`config.mk`:
```
export PLATFORM = sky130hd
export DESIGN_NAME = baud_tick_gen
export DESIGN_NICKNAME = d
export VERILOG_FILES = /design/src/rtl/baud_tick_pkg.sv /design/src/rtl/baud_tick_ctrl.sv /design/src/rtl/baud_tick_acc.sv /design/src/rtl/baud_tick_gen.sv
export SDC_FILE = /design/constraint.sdc
export NUM_CORES = 1
export LEC_CHECK = 0
export ABC_AREA = 1
export BUFFER_PORTS_ARGS = -buffer_cell sky130_fd_sc_hd__buf_2
export CORE_MARGIN = 3
export CORE_UTILIZATION = 50
export DETAILED_ROUTE_END_ITERATION = 12
export PLACE_DENSITY = 0.67
export SYNTH_ARGS = -nofsm -noshare
export SYNTH_HDL_FRONTEND = slang
export SYNTH_SLANG_ARGS = --single-unit
```
`constraint.sdc`:
```
create_clock -name clk -period 1.5 [get_ports clk]
set_input_delay 0.3 -clock clk [delete_from_list [all_inputs] [get_ports clk]]
set_output_delay 0.3 -clock clk [all_outputs]
set_load 0.01 [all_outputs]
```
`src/rtl/baud_tick_pkg.sv`:
```
package baud_tick_pkg;

  // Strobes from the control module to each accumulator datapath.
  typedef struct packed {
    logic clear;  // synchronous clear of the phase
    logic step;   // add the increment this cycle
  } tickCtl_t;

  // Rounded phase increment, with the scaling arranged so that the
  // intermediate values stay inside 32-bit range for common clocks.
  function automatic longint unsigned calcInc(input longint unsigned clkHz,
                                              input longint unsigned rate,
                                              input int unsigned accW);
    longint unsigned num;
    longint unsigned den;
    num = (rate << (accW - 4)) + (clkHz >> 5);
    den = clkHz >> 4;
    return num / den;
  endfunction

endpackage

```
`src/rtl/baud_tick_ctrl.sv`:
```
module baud_tick_ctrl
  import baud_tick_pkg::*;
(
  input  logic     rstI,
  input  logic     enI,
  output tickCtl_t ctlO
);

  // Reset wins over enable; the accumulators see at most one strobe.
  always_comb begin
    ctlO.clear = rstI;
    ctlO.step  = enI & ~rstI;
  end

endmodule

```
`src/rtl/baud_tick_acc.sv`:
```
module baud_tick_acc
  import baud_tick_pkg::*;
#(
  parameter int unsigned ACC_W = 10,
  parameter int unsigned INC   = 59
) (
  input  logic     clk,
  input  tickCtl_t ctlI,
  output logic     tickO
);

  localparam logic [ACC_W:0] INC_V   = (ACC_W+1)'(INC);
  localparam int unsigned    SPAN    = 1 << ACC_W;
  localparam int unsigned    LO_GAP  = SPAN / INC;
  localparam int unsigned    HI_GAP  = (SPAN + INC - 1) / INC;
  localparam int unsigned    GAP_W   = $clog2(HI_GAP + 2) + 1;
  localparam logic [GAP_W-1:0] GAP_MAX = {GAP_W{1'b1}};

  // Fractional phase in the low ACC_W bits, carry in the top bit.
  logic [ACC_W:0] accQ;

  always_ff @(posedge clk) begin
    if (ctlI.clear) begin
      accQ <= '0;
    end else if (ctlI.step) begin
      accQ <= {1'b0, accQ[ACC_W-1:0]} + INC_V;
    end else begin
      accQ <= {1'b0, accQ[ACC_W-1:0]};
    end
  end

  assign tickO = accQ[ACC_W];

  // Count of steps since the last tick, used by the spacing check.
  logic [GAP_W-1:0] gapQ;

  always_ff @(posedge clk) begin
    if (ctlI.clear) begin
      gapQ <= '0;
    end else if (tickO) begin
      gapQ <= GAP_W'(ctlI.step);
    end else if (ctlI.step && gapQ != GAP_MAX) begin
      gapQ <= gapQ + 1'b1;
    end
  end

  // A pulse only follows an enabled step.
  p_tick_after_step_r6: assert property (@(posedge clk) disable iff (ctlI.clear)
    tickO |-> $past(ctlI.step))
    else $error("tick without a preceding step");

  // Phase holds while idle.
  p_hold_idle_r6: assert property (@(posedge clk) disable iff (ctlI.clear)
    !ctlI.step |=> $stable(accQ[ACC_W-1:0]))
    else $error("phase moved while idle");

  // Phase is zero and quiet right after reset release.
  p_clear_zero_r5: assert property (@(posedge clk) disable iff (ctlI.clear)
    $fell(ctlI.clear) |-> (accQ == '0))
    else $error("accumulator not cleared by reset");

  // Tick spacing stays between the two neighbouring integers.
  p_gap_range_r3: assert property (@(posedge clk) disable iff (ctlI.clear)
    tickO |-> (gapQ >= GAP_W'(LO_GAP) && gapQ <= GAP_W'(HI_GAP)))
    else $error("tick spacing out of range");

  generate
    if (2 * INC <= SPAN) begin : g_single
      // With at most half-range increments a tick never repeats.
      p_tick_single_r7: assert property (@(posedge clk) disable iff (ctlI.clear)
        tickO |=> !tickO)
        else $error("tick wider than one clock");
    end
  endgenerate

endmodule

```
`src/rtl/baud_tick_gen.sv`:
```
module baud_tick_gen
  import baud_tick_pkg::*;
#(
  parameter int unsigned CLK_HZ     = 2_000_000,
  parameter int unsigned BAUD       = 115_200,
  parameter int unsigned ACC_W      = 10,
  parameter int unsigned OVS_FACTOR = 8,
  parameter bit          OVS_EN     = 1'b1
) (
  input  logic clk,
  input  logic rst,
  input  logic en,
  output logic bitTick,
  output logic ovsTick
);

  localparam longint unsigned SPAN    = 64'd1 << ACC_W;
  localparam longint unsigned BIT_INC = calcInc(CLK_HZ, BAUD, ACC_W);
  localparam longint unsigned OVS_INC = calcInc(CLK_HZ, longint'(BAUD) * OVS_FACTOR, ACC_W);

  // Elaboration-time sanity of the derived increments.
  initial begin
    p_param_width: assert (ACC_W >= 5 && ACC_W <= 30)
      else $error("accumulator width out of range");
    p_param_bit_inc: assert (BIT_INC != 0 && BIT_INC < SPAN)
      else $error("bit increment is zero or reaches 2^W");
    p_param_ovs_inc: assert (!OVS_EN || (OVS_INC != 0 && OVS_INC < SPAN))
      else $error("oversampling increment is zero or reaches 2^W");
  end

  tickCtl_t ctl;

  baud_tick_ctrl u_ctrl (
    .rstI (rst),
    .enI  (en),
    .ctlO (ctl)
  );

  baud_tick_acc #(
    .ACC_W (ACC_W),
    .INC   (int'(BIT_INC))
  ) u_bitAcc (
    .clk   (clk),
    .ctlI  (ctl),
    .tickO (bitTick)
  );

  generate
    if (OVS_EN) begin : g_ovs
      baud_tick_acc #(
        .ACC_W (ACC_W),
        .INC   (int'(OVS_INC))
      ) u_ovsAcc (
        .clk   (clk),
        .ctlI  (ctl),
        .tickO (ovsTick)
      );
    end else begin : g_noOvs
      assign ovsTick = 1'b0;
    end
  endgenerate

endmodule

```
==> impl_metrics.ini <==
[setup_path]
worst-setup-path-type = flip-flop to flip-flop
crit_family = simple AND/OR/NAND/NOR gates
required_ns = 1.69
max_stage_delay_ns = 0.36
path_buf_inv = 2
crit_arrival_ns = 1.41
crit_chain = inv_1, ha_1, inv_1, nand2_1, nand2_1, nand3_1, nand2_1, nor2_1
cpMostUsedCell = nand2_1
end_kind = flip-flop
cp-start-kind = flip-flop
reg2reg_slack_ns = 0.28
slowest_stage = dfxtp_1
crit_fanout = 4

[global_route]
grt_pass1_wl_um = 2540
grt_overflow = 0
grt_pass1_vias = 635
grt_usage = 0.133
grt_max_degree = 15
antenna_found_initial = 0

[route]
wl_per_cell_um = 9.54
drtIter0Drc = 7
ant_nets = 0
drt_wl_total_um = 1380
via_per_inst = 4.81
drtPass1Iterations = 2
vias = 697
drc = 0

[synth]
netlist_area_um2 = 896
synth-seq-area-share = 0.425
yosysUniqueCellTypes = 22
synth_fp_nets = 121
yosysWarningCount = 0
ys_ff_latch = 19
synthesis.instances = 116
syn_area_per_cell_um2 = 7.72

[timing]
clock.fmax_ghz = 0.821
setup_viol = 0
skew_ns = 0.00451
hold_violations = 0
grt_setup_unrepaired = false
final.min_clock_period_ns = 1.22
tns_ns = 0
slew_viol_final = 0
holdWs_ns = 0.337
worst-slew-pin-transition_ns = 0.239
layout_setup_ws_ns = 0.281
slew_headroom = 0.839
min_period_over_period = 0.812

[floorplanning]
ioPinCount = 5
rows = 14
start_util = 0.562
core_um2 = 1590
die_w_um = 48.3
die_area_um2 = 2340
fp.dieH_um = 48.3

[run]
max_cap_violations = 0

[clock_network]
root_buffer = clkbuf_4
cts_tree = done
clock_path_buffers = 2
cts_hold_buf = 0
cts_setup_buffers = 0
ctsResizeCount = 0
cts-htree-levels = 1
clock-sinks = 19
clk_latency_ns = 0.29
cts-buffers-inserted = 3
clkSlewWorstSetupHoldPaths_ns = 0.11

[cells_and_area]
area_growth_pct = 5.31
n_antenna_cell = 0
final_cell_mix = nand2_1, dfxtp_1, inv_1, nor2_1, a21oi_1
fillers = 158
fin_area_um2 = 943
drive_above_1_share = 0.149
nets = 127
fin_cells = 145

[min_path]
hold_class = primary input to flip-flop

[power]
power.leakage_uw = 0.000405
p_per_area_nw_per_um2 = 1030
max-vdd-ir-drop_mv = 0.658

[placement]
place_area_um2 = 916
dp_hpwl_um = 1070
place.gp.congestion = 0.789
io_buffers = 4
dp.cells = 141
preCtsSetupSlack_ns = 0.244

[outcome]
status = finished, final reports clean
metrics by stage:
stage,power [uW],utilization
2_1_floorplan,715,-
3_3_place_gp,736,0.575
3_5_place_dp,740,0.575
4_1_cts,986,0.592
5_1_grt,1060,0.592
6_report,974,0.592
kinds of logic after synthesis:
logic type / synth area share
buffers and inverters: 0.108
and+or+nand+nor: 0.299
AOI/OAI and AO/OA: 0.141
DFF: 0.425
adders and majority gates: 0.0279
cells in the mapped netlist, drive strengths merged:
cell	count	area [um2]
nand2	20	77.6
dfxtp	19	380
inv	17	66.3
nor2	16	91.3
a21oi	12	60.1
nand3	9	50.1
o21ai	9	45.0
nor3	4	20.0
buf	3	30.0
a211oi	2	15.0
ha	2	25.0
and3	1	7.51
nand4	1	21.3
o22ai	1	6.26
cell type report:
| class | count | area (um2) | area share |
|---|---|---|---|
| clock buffers | 3 | 22.5 | 0.0239 |
| inverters | 17 | 66.3 | 0.0703 |
| flip-flops and latches | 19 | 380 | 0.403 |
| clock inverters | 1 | 5.00 | 0.00531 |
| multi-input cells | 77 | 419 | 0.444 |
| repair buffers | 4 | 20.0 | 0.0212 |
| well taps | 24 | 30.0 | 0.0318 |
metal layers:
metal	vias up	track usage	part of all wire
met1	305	0.180	0.52
met2	5	0.211	0.44
met3	2	0.0276	0.022
met4	0	0.0427	0.010
met5	-	0	0
li1	385	-	-
path summary, 6_finish.rpt:
| path | start | to | cells after the start |
|---|---|---|---|
| min reg2reg | u_bitAcc.accQ[9]$_SDFFE_PP0P_ | u_bitAcc.accQ[10]$_SDFF_PP0_ | 2 |
| max reg2reg | u_bitAcc.accQ[0]$_SDFFE_PP0P_ | u_bitAcc.accQ[6]$_SDFFE_PP0P_ | 8 |
| min | rst | u_bitAcc.accQ[3]$_SDFFE_PP0P_ | 2 |
| max | u_bitAcc.accQ[0]$_SDFFE_PP0P_ | u_bitAcc.accQ[6]$_SDFFE_PP0P_ | 8 |
sequential cells by signal, indices dropped and copies added, names as in the netlist:
signal,cells
g_ovs.u_ovsAcc.accQ,8
u_bitAcc.accQ,11
power by group:
group / internal [uW] / switching [uW] / total, uW / leakage [uW]
logic: 56.5 / 105 / 161 / 0.000231
clock network: 98.9 / 148 / 247 / 0.0000177
registers: 541 / 25.0 / 566 / 0.000156
total: 697 / 278 / 974 / 0.000405
Note: power is estimated with default switching activity, not from simulation.
